`config.mk`:
```
export PLATFORM = sky130hd
export DESIGN_NAME = pwrup_seq
export DESIGN_NICKNAME = d
export VERILOG_FILES = /design/src/rtl/pwrup_pkg.sv /design/src/rtl/pwrup_edge_sync.sv /design/src/rtl/pwrup_timer.sv /design/src/rtl/pwrup_seq.sv
export SDC_FILE = /design/constraint.sdc
export NUM_CORES = 1
export LEC_CHECK = 0
export BUFFER_PORTS_ARGS = -buffer_cell sky130_fd_sc_hd__buf_2
export CAP_MARGIN = 40
export CORE_ASPECT_RATIO = 0.7
export CORE_UTILIZATION = 30
export DETAILED_ROUTE_END_ITERATION = 10
export MAX_ROUTING_LAYER = met4
export SYNTH_ARGS = -nofsm -noshare
export SYNTH_HDL_FRONTEND = slang
export SYNTH_SLANG_ARGS = --single-unit
```
`constraint.sdc`:
```
create_clock -name clk -period 5.3 [get_ports clk]
set_input_delay 0.265 -clock clk [delete_from_list [all_inputs] [get_ports clk]]
set_output_delay 0.265 -clock clk [all_outputs]
set_load 0.1 [all_outputs]
```
`src/rtl/pwrup_pkg.sv`:
```
package pwrup_pkg;

    typedef enum logic [2:0] {
        PH_IDLE = 3'd0,
        PH_PWRT = 3'd1,
        PH_OST  = 3'd2,
        PH_PLL  = 3'd3,
        PH_DONE = 3'd4
    } phase_e;

    typedef enum logic [1:0] {
        OM_RC    = 2'd0,
        OM_XTAL  = 2'd1,
        OM_HS    = 2'd2,
        OM_HSPLL = 2'd3
    } osc_e;

    typedef struct packed {
        osc_e mode;
        logic pwrt_go;
    } seq_cfg_t;

    function automatic logic needs_ost(osc_e m);
        return m != OM_RC;
    endfunction

    function automatic phase_e after_phase(phase_e cur, seq_cfg_t cfg);
        phase_e nxt;
        case (cur)
            PH_IDLE: begin
                if (cfg.pwrt_go)             nxt = PH_PWRT;
                else if (needs_ost(cfg.mode)) nxt = PH_OST;
                else                          nxt = PH_DONE;
            end
            PH_PWRT: nxt = needs_ost(cfg.mode) ? PH_OST : PH_DONE;
            PH_OST:  nxt = (cfg.mode == OM_HSPLL) ? PH_PLL : PH_DONE;
            default: nxt = PH_DONE;
        endcase
        return nxt;
    endfunction

endpackage

```
`src/rtl/pwrup_edge_sync.sv`:
```
module pwrup_edge_sync #(
    parameter int STAGES = 2
) (
    input  logic clk,
    input  logic rst,
    input  logic din,
    output logic rise
);
    logic [STAGES:0] sh_q;

    always_ff @(posedge clk) begin
        if (rst) sh_q <= '0;
        else     sh_q <= {sh_q[STAGES-1:0], din};
    end

    assign rise = sh_q[STAGES-1] & ~sh_q[STAGES];
endmodule

```
`src/rtl/pwrup_timer.sv`:
```
module pwrup_timer #(
    parameter int CW = 12
) (
    input  logic          clk,
    input  logic          rst,
    input  logic          clr,
    input  logic          tick,
    input  logic [CW-1:0] limit,
    output logic          last
);
    logic [CW-1:0] cnt_q;

    assign last = tick && (cnt_q == limit - 1'b1);

    always_ff @(posedge clk) begin
        if (rst || clr)  cnt_q <= '0;
        else if (tick)   cnt_q <= cnt_q + 1'b1;
    end
endmodule

```
`src/rtl/pwrup_seq.sv`:
```
module pwrup_seq
    import pwrup_pkg::*;
#(
    parameter int REF_KHZ     = 32,
    parameter int PWRT_MS     = 72,
    parameter int PLL_MS      = 2,
    parameter int OST_EDGES   = 1024,
    parameter int SYNC_STAGES = 2
) (
    input  logic       clk,
    input  logic       por_pulse,
    input  logic       bor_pulse,
    input  logic       ext_rst,
    input  logic       pwrt_en,
    input  logic [1:0] osc_mode,
    input  logic       osc_raw,
    output logic       hold_rst,
    output logic [2:0] phase
);
    localparam int PWRT_TICKS = REF_KHZ * PWRT_MS;
    localparam int PLL_TICKS  = REF_KHZ * PLL_MS;
    localparam int MAX_A      = (PWRT_TICKS > PLL_TICKS) ? PWRT_TICKS : PLL_TICKS;
    localparam int MAX_LIM    = (MAX_A > OST_EDGES) ? MAX_A : OST_EDGES;
    localparam int CW         = $clog2(MAX_LIM + 1);
    localparam logic [CW-1:0] LIM_PWRT = CW'(PWRT_TICKS);
    localparam logic [CW-1:0] LIM_PLL  = CW'(PLL_TICKS);
    localparam logic [CW-1:0] LIM_OST  = CW'(OST_EDGES);

    phase_e        phase_q;
    seq_cfg_t      cfg_q;
    logic          evt, evt_q, cold_q, cold_nx;
    logic          osc_rise, tick, last, phase_end;
    logic [CW-1:0] limit;

    assign evt     = por_pulse | bor_pulse | ext_rst;
    assign cold_nx = (evt_q & cold_q) | por_pulse | bor_pulse;

    pwrup_edge_sync #(.STAGES(SYNC_STAGES)) u_sync (
        .clk  (clk),
        .rst  (por_pulse),
        .din  (osc_raw),
        .rise (osc_rise)
    );

    always_comb begin
        tick  = 1'b0;
        limit = LIM_PWRT;
        case (phase_q)
            PH_PWRT: begin tick = 1'b1;     limit = LIM_PWRT; end
            PH_OST:  begin tick = osc_rise; limit = LIM_OST;  end
            PH_PLL:  begin tick = 1'b1;     limit = LIM_PLL;  end
            default: begin tick = 1'b0;     limit = LIM_PWRT; end
        endcase
    end

    pwrup_timer #(.CW(CW)) u_tmr (
        .clk   (clk),
        .rst   (por_pulse),
        .clr   (evt | phase_end),
        .tick  (tick),
        .limit (limit),
        .last  (last)
    );

    always_comb begin
        case (phase_q)
            PH_IDLE:                 phase_end = 1'b1;
            PH_PWRT, PH_OST, PH_PLL: phase_end = last;
            default:                 phase_end = 1'b0;
        endcase
    end

    always_ff @(posedge clk) begin
        evt_q <= evt;
        if (evt) begin
            phase_q       <= PH_IDLE;
            cold_q        <= cold_nx;
            cfg_q.mode    <= osc_e'(osc_mode);
            cfg_q.pwrt_go <= pwrt_en & cold_nx;
        end else if (phase_end) begin
            phase_q <= after_phase(phase_q, cfg_q);
        end
    end

    assign phase    = phase_q;
    assign hold_rst = (phase_q != PH_DONE);
endmodule

```
==> qor.yml, run 1 <==
cts_buffers: 3
gp_congestion: 0.782
synth_edf_count: 4
hp-class: "in2reg"
design_power_total_uw: 314
die_y_um: 53
clk_latency_ns: 0.26
top_layer_used: "met4"
fill_cells: 361
ios: 12
whs_ns: 0.182
area_growth_pct: 11.4
crit_buf_inv: 0
period_share: 0.415
ff_latch_area_sq_um: 500
cp_slowest_cell: "dfxtp_1"
crit_path_cell_trace: "xnor2_1, or3_1, nor4_2, or3_1, nor2_1"
grt_pass1_vias: 732
finalSetupViolCount: 0
p_int_uw: 242
seq_area_frac_synth: 0.449
cp_slowest_stage_delay_ns: 0.58
slew_headroom: 0.610
max_freq_mhz: 454
ys_dominant_reg_cell: "dfxtp_1"
crit_fanout: 13
die-width_um: 74.9
wl_met2_um: 808
synthTopCellsByArea: "dfxtp_1 34%, edfxtp_1 11%, nor2_2 5.6%, xnor2_1 4.7%, xor2_1 4.7%"
finalClockSkew_ns: 0.00368
cts_resized: 0
grt_pass1_wl_mm: 3.29
mappedNetlistArea_sq_mm: 0.00111
critPathLaunchType: "flip-flop"
min_to: "cfg_q[2]$_DFFE_PP_"
r2r-start: "phase[1]$_SDFFE_PP0P_"
grt_max_degree: 14
required_ns: 5.43
synth_cells: 114
antenna_left: 0
crit_top_cell: "or3_1"
dr_wl_met3_um: 55
drcViolationCount: 0
synth_area_per_cell_sq_um: 9.78
p_seq_frac: 0.592
tns_ns: 0
clock-sinks: 23
drt_iter0_markers: 28
hold_start: "osc_mode[1]"
critPathArrivalTime_ns: 2.33
fp.coreArea_sq_mm: 0.00354
dp_hpwl_mm: 1.39
syn_nets: 123
power_leakage_uw: 0.000407
ys_ff_latch: 23
vias: 798
vias_per_cell: 4.59
switching_share: 0.229
rsz0062_at_grt: "no"
fin_ws_ns: 3.10
hold_viol_final: 0
comb_power_share: 0.073
fin_nets: 134
multi_input_area_sq_um: 571
pre_cts_ws_ns: 3.11
drt-met1-wl_um: 961
wl_mm: 1.85
critical_path_class: "reg2reg"
reg2reg_to: "u_tmr.cnt_q[0]$_SDFFE_PP0P_"
final_util: 0.351
track_usage: 0.115
drv_cap: 0
cts_setup_buffers: 0
grt_overflow: 0
std_cell_rows: 18
hold_depth: 1
yosys_warnings: 0
cts_buffer_depth: 2
period_minus_slack_ns: 2.20
post_drt_wl_per_cell_um: 10.6
firstDrtPassIters: 4
cp-end-kind: "flip-flop"
diodes: 0
rrSetupSlack_ns: 3.10
antenna_found_initial: 0
clk_pin_slew_ns: 0.08
layout-drive-gt1-share: 0.242
initial_core_util: 0.315
cts_root_buf: "clkbuf_8"
power_switching_uw: 71.7
die-area_sq_mm: 0.00397
netlist.area_leader.share: 0.341
yosys.area.top_type: "dfxtp_1"
power_density_mw_per_mm2: 253
tightest_slew_ns: 0.584
synth-async-reset-ratio: 0
status: "complete, no violations"
cts-htree-levels: 1
port_buffers: 11
clock_power_share: 0.335
cpLargestDelayFamily: "simple AND/OR/NAND/NOR gates"
peakVddDrop_v: 0.000125
ff2ff_path_depth: 5
cts_tree: "done"
postCtsHoldBufs: 0
yosysUniqueCellTypes: 37
drv_slew: 0
## worst max path at each step
stage                                startpoint                            to  slack (ns)  cells past startpoint
after floorplan           phase[1]$_SDFFE_PP0P_   u_tmr.cnt_q[6]$_SDFFE_PP0P_        2.91                      7
after global placement    phase[1]$_SDFFE_PP0P_   u_tmr.cnt_q[0]$_SDFFE_PP0P_        3.22                      5
after detailed placement  phase[1]$_SDFFE_PP0P_   u_tmr.cnt_q[0]$_SDFFE_PP0P_        3.11                      5
after CTS                 phase[1]$_SDFFE_PP0P_   u_tmr.cnt_q[0]$_SDFFE_PP0P_        3.08                      5
after global routing      phase[1]$_SDFFE_PP0P_  u_tmr.cnt_q[10]$_SDFFE_PP0P_        2.91                      5
final                     phase[1]$_SDFFE_PP0P_   u_tmr.cnt_q[0]$_SDFFE_PP0P_        3.10                      5
## placed cells by master (no fill, tap or decap), types with 4 or more instances in the layout
cell      count
xor2_1        6
nor2b_1       5
xnor2_1       6
a21oi_1       4
nand2_1      11
dfxtp_1      19
edfxtp_1      4
buf_2        11
nor2_1        8
nor2_2       10
## cell families (layout without fill, tap and decap cells)
| group | after synthesis | after routing | synth area share |
|---|---|---|---|
| and+or+nand+nor | 55 | 55 | 0.286 |
| DFF | 23 | 23 | 0.449 |
| AOI/OAI and AO/OA | 13 | 13 | 0.0932 |
| xor gates and xnor gates | 12 | 12 | 0.0943 |
| buffers and inverters | 7 | 17 | 0.0393 |
| muxes | 3 | 3 | 0.0269 |
| adders and majority gates | 1 | 1 | 0.0112 |
## cells in the mapped netlist (2+ instances only)
cell type and count:
inv_1 2, and3_1 2, buf_6 2, edfxtp_1 4
nor2_2 10, buf_2 2, and2_1 3, nand3b_1 2
a21oi_1 4, nor2_1 8, nor2b_1 5, xor2_1 6
xnor2_1 6, nand4_1 3, mux2i_1 3, or3_1 3
nand2_1 11, dfxtp_1 19
## flip-flops by register name, summed over array words and instances (netlist names)
register	cells
cold_q	1
evt_q	1
u_sync.sh_q	3
u_tmr.cnt_q	12
cfg_q	3
phase	3
## routing by layer
layer	vias up	GRT usage
met1	369	0.145
li1	414	-
met2	13	0.174
met4	0	0.0377
met5	-	-
met3	2	0.0343
## stage by stage
stage,std cells,cell area (sq um)
3_3_place_gp,170,1200
3_5_place_dp,170,1200
2_1_floorplan,114,1110
5_1_grt,174,1240
6_report,174,1240
4_1_cts,174,1240
## power by group through the flow
stage,Combinational (uW),Sequential (uW),Clock (uW)
5_1_grt,25.0,187,120
6_report,22.7,186,105
4_1_cts,22.8,186,112
3_5_place_dp,22.7,190,0
3_3_place_gp,22.3,190,0
2_1_floorplan,14.4,193,0
## layout make-up
type	instances	share of cell area
repair buffers	11	0.0443
well taps	50	0.0504
flip-flops and latches	23	0.403
clock buffers	3	0.0332
clock inverters	1	0.00403
inverters	2	0.00604
multi-input cells	84	0.459
Power figures use the tool's default switching activity.
==> inputs of run 2 (changes only) <==
Clock period 5.3 ns to 2.1 ns, I/O delays scaled along.
==> run 2 against run 1 <==
Die area unchanged. Clock power increased to 2.6 times the previous value. Count of clock-buffer cells in the layout unchanged. Highest routed layer unchanged. Largest power group unchanged.
==> qor.yml, run 2 (synthesis results as in run 1) <==
area_growth_pct: 13.1
layout_common_cells: "16 x dfxtp_1, 11 x nand2_1, 11 x buf_2, 10 x nor2_2, 8 x nor2_1"
top_register: "u_tmr.cnt_q"
fp.coreArea_sq_mm: 0.00354
cts_setup_buffers: 0
port_buffers: 11
critPathLaunchType: "flip-flop"
slew_headroom: 0.674
grt_overflow: 0
diodes: 0
ios: 12
post_drt_wl_per_cell_um: 10.9
final_common_cell: "dfxtp_1"
top_layer_used: "met4"
vias_per_cell: 4.65
period_minus_slack_ns: 1.88
hp-class: "in2reg"
rrSetupSlack_ns: 0.22
required_ns: 2.26
dp_hpwl_mm: 1.44
rsz0062_at_grt: "no"
dr_wl_met3_um: 57
endpoint: "u_tmr.cnt_q[0]$_SDFFE_PP0P_"
grt_pass1_vias: 740
drcViolationCount: 0
period_share: 0.893
die_y_um: 53
power_density_mw_per_mm2: 635
gp_congestion: 0.838
crit_fanout: 12
finalClockSkew_ns: 0.00424
reg2reg_to: "u_tmr.cnt_q[0]$_SDFFE_PP0P_"
max_freq_mhz: 533
hold_viol_final: 0
drv_cap: 0
std_cell_rows: 18
power_leakage_uw: 0.000417
tns_ns: 0
clk_pin_slew_ns: 0.08
cp-end-kind: "flip-flop"
tightest_slew_ns: 0.488
firstDrtPassIters: 4
cts_tree: "done"
status: "complete, no violations"
cts_root_buf: "clkbuf_8"
vias: 819
worstSetupStartpoint: "u_tmr.cnt_q[0]$_SDFFE_PP0P_"
r2r-start: "u_tmr.cnt_q[0]$_SDFFE_PP0P_"
cts_resized: 0
wl_met2_um: 868
finalSetupViolCount: 0
antenna_left: 0
layout-drive-gt1-share: 0.278
clock-sinks: 23
wl_mm: 1.91
critPathArrivalTime_ns: 2.03
drt_iter0_markers: 31
critical_path_class: "reg2reg"
cts-htree-levels: 1
peakVddDrop_v: 0.000212
final_util: 0.357
die-width_um: 74.9
postCtsHoldBufs: 0
largest_register_ffs: 12
drt-met1-wl_um: 932
cts_buffer_depth: 2
grt_max_degree: 14
antenna_found_initial: 0
die-area_sq_mm: 0.00397
clk_latency_ns: 0.26
ff2ff_path_depth: 7
fin_nets: 136
initial_core_util: 0.315
track_usage: 0.117
cts_buffers: 3
drv_slew: 0
grt_pass1_wl_mm: 3.27
-- run 2: cell count changes in the layout (fill, tap and decap cells not counted), sizes merged --
cell  previous run  this run
buf             11        13
-- run 2: worst min-delay path by stage --
| stage | from | end | slack (ns) | cells past startpoint |
|---|---|---|---|---|
| 2_1_floorplan | por_pulse | u_sync.sh_q[0]$_SDFF_PP0_ | 0.18 | 1 |
| 3_3_place_gp | osc_mode[1] | cfg_q[2]$_DFFE_PP_ | 0.28 | 1 |
| 3_5_place_dp | osc_mode[1] | cfg_q[2]$_DFFE_PP_ | 0.29 | 1 |
| 4_1_cts | osc_mode[1] | cfg_q[2]$_DFFE_PP_ | 0.008 | 1 |
| 5_1_grt | osc_mode[1] | cfg_q[2]$_DFFE_PP_ | 0.001 | 1 |
| 6_report | osc_mode[1] | cfg_q[2]$_DFFE_PP_ | 0.01 | 1 |
-- run 2: where the power goes --
| group | internal, uW | total [uW] | switching, uW |
|---|---|---|---|
| clock | 132 | 272 | 140 |
| combinational | 21.4 | 58.5 | 37.0 |
| sequential | 459 | 469 | 10.4 |
| total | 613 | 800 | 187 |
-- run 2: cell type report --
class	instances	area, sq um
multi-input combinational	84	571
sequential	23	504
timing repair buffer	13	70.1
clock buffer	3	41.3
fill	362	2270
tap	50	62.6
clock inverter	1	5.00
inverter	2	7.51
-- run 2: metal layers --
layer / track usage / up-vias
met5: - / -
met4: 0.0660 / 0
met3: 0.0400 / 6
met2: 0.188 / 12
met1: 0.129 / 385
li1: - / 416
-- run 2: through the flow --
step	setup WS (ns)	total power, uW	hold WS, ns	instance area [sq um]	instances
floorplan	0.0491	524	0.177	1120	114
global placement	0.311	537	0.282	1210	172
detailed placement	0.233	538	0.288	1210	172
CTS	0.211	813	0.00826	1260	176
global route	0.0846	838	0.00117	1260	176
finish	0.224	800	0.0149	1260	176
-- run 2: critical path: stages (launching register included) --
cell	delay, ns
dfxtp_1	0.41
ha_1	0.17
nor2b_1	0.18
o2111ai_2	0.23
nor4_2	0.34
or3_1	0.15
buf_4	0.21
nor2_1	0.07
==> inputs of run 3 (changes only) <==
Settings changed: CORE_UTILIZATION 30 to 56, MAX_ROUTING_LAYER met4 to default, PLACE_DENSITY from default to 0.77.
==> run 3 against run 2 <==
Global-route usage increased by 9.8 points. Via count decreased by 0.85%. Total power decreased by 7.3%. Clock power decreased by 24%.
==> qor.yml, run 3 (synthesis results as in run 1) <==
status: "complete, no violations"
die-area_sq_mm: 0.00218
fill_cells: 160
track_usage: 0.216
largest_register_ffs: 12
initial_core_util: 0.596
clk_latency_ns: 0.32
die_y_um: 39.3
drt_iter0_markers: 21
dp_hpwl_mm: 1.36
vias_per_cell: 5.38
top_register: "u_tmr.cnt_q"
vias: 812
cts_setup_buffers: 0
power_leakage_uw: 0.000419
grt_pass1_wl_mm: 3.40
peakVddDrop_v: 0.000419
hp-class: "in2reg"
port_buffers: 11
firstDrtPassIters: 4
cts_tree: "done"
layout_common_cells: "16 x dfxtp_1, 11 x nand2_1, 11 x buf_2, 10 x nor2_2, 8 x nor2_1"
tns_ns: 0
whs_ns: 0.0136
fp.coreArea_sq_mm: 0.00187
grt_overflow: 0
design_power_total_uw: 742
cts_buffer_depth: 2
antenna_found_initial: 0
clk_pin_slew_ns: 0.12
area_growth_pct: 10.9
period_share: 0.895
grt_max_degree: 14
hold_viol_final: 0
diodes: 0
crit_fanout: 12
gp_congestion: 0.815
cts_resized: 0
cts_buffers: 3
critical_path_class: "reg2reg"
drv_slew: 0
ios: 12
post_drt_wl_per_cell_um: 12.9
fin_nets: 139
power_density_mw_per_mm2: 600
critPathArrivalTime_ns: 2.10
wl_mm: 1.95
clock-sinks: 23
rsz0062_at_grt: "no"
critPathLaunchType: "flip-flop"
cts_root_buf: "clkbuf_4"
cp-end-kind: "flip-flop"
tightest_slew_ns: 0.484
postCtsHoldBufs: 3
final_util: 0.661
max_freq_mhz: 532
drcViolationCount: 0
die-width_um: 55.3
period_minus_slack_ns: 1.88
slew_headroom: 0.680
std_cell_rows: 13
required_ns: 2.32
antenna_left: 0
drv_cap: 0
grt_pass1_vias: 754
final_common_cell: "dfxtp_1"
cts-htree-levels: 1
finalSetupViolCount: 0
layout-drive-gt1-share: 0.264
finalClockSkew_ns: 0.00809
-- run 3: cell count changes in the layout (fill, tap and decap cells not counted), sizes merged --
cell / previous run / this run
clkbuf: 3 / 4
dlygate4sd3: 0 / 3
clkinv: 1 / 0
-- run 3: cell type report --
cell class	count	area (sq um)	share of cell area
flip-flops and latches	23	504	0.408
multi-input cells	84	571	0.462
clock buffers	4	26.3	0.0213
repair buffers	16	100	0.0810
well taps	22	27.5	0.0223
inverters	2	7.51	0.00607
-- run 3: layer usage --
metal,GRT usage,part of all wire
met5,0,0
met4,0.0750,0.012
met3,0.0693,0.031
met2,0.355,0.44
met1,0.272,0.52
-- run 3: worst paths after layout --
check | start | endpoint | slack [ns] | cells past startpoint
min reg2reg | u_sync.sh_q[0]$_SDFF_PP0_ | u_sync.sh_q[1]$_SDFF_PP0_ | 0.46 | 1
max reg2reg | u_tmr.cnt_q[0]$_SDFFE_PP0P_ | u_tmr.cnt_q[0]$_SDFFE_PP0P_ | 0.22 | 7
min | osc_raw | u_sync.sh_q[0]$_SDFF_PP0_ | 0.01 | 2
max | u_tmr.cnt_q[0]$_SDFFE_PP0P_ | u_tmr.cnt_q[0]$_SDFFE_PP0P_ | 0.22 | 7
-- run 3: critical path: stages (launching register included) --
cell and delay (ns):
dfxtp_1 0.43, ha_1 0.18, nor2b_1 0.18, o2111ai_2 0.22, nor4_2 0.33, or3_1 0.16, buf_4 0.21, nor2_1 0.07
-- run 3: where the power goes --
group	switching, uW	internal [uW]
Combinational	38.6	25.1
Clock	134	74.4
Sequential	10.4	459
Total	183	559
-- run 3: through the flow --
step	setup WS (ns)	instances	area [sq um]
4_1_cts	0.219	151	1240
5_1_grt	0.0365	151	1240
6_report	0.220	151	1240
3_3_place_gp	0.329	144	1180
2_1_floorplan	0.0491	114	1120
3_5_place_dp	0.243	144	1180
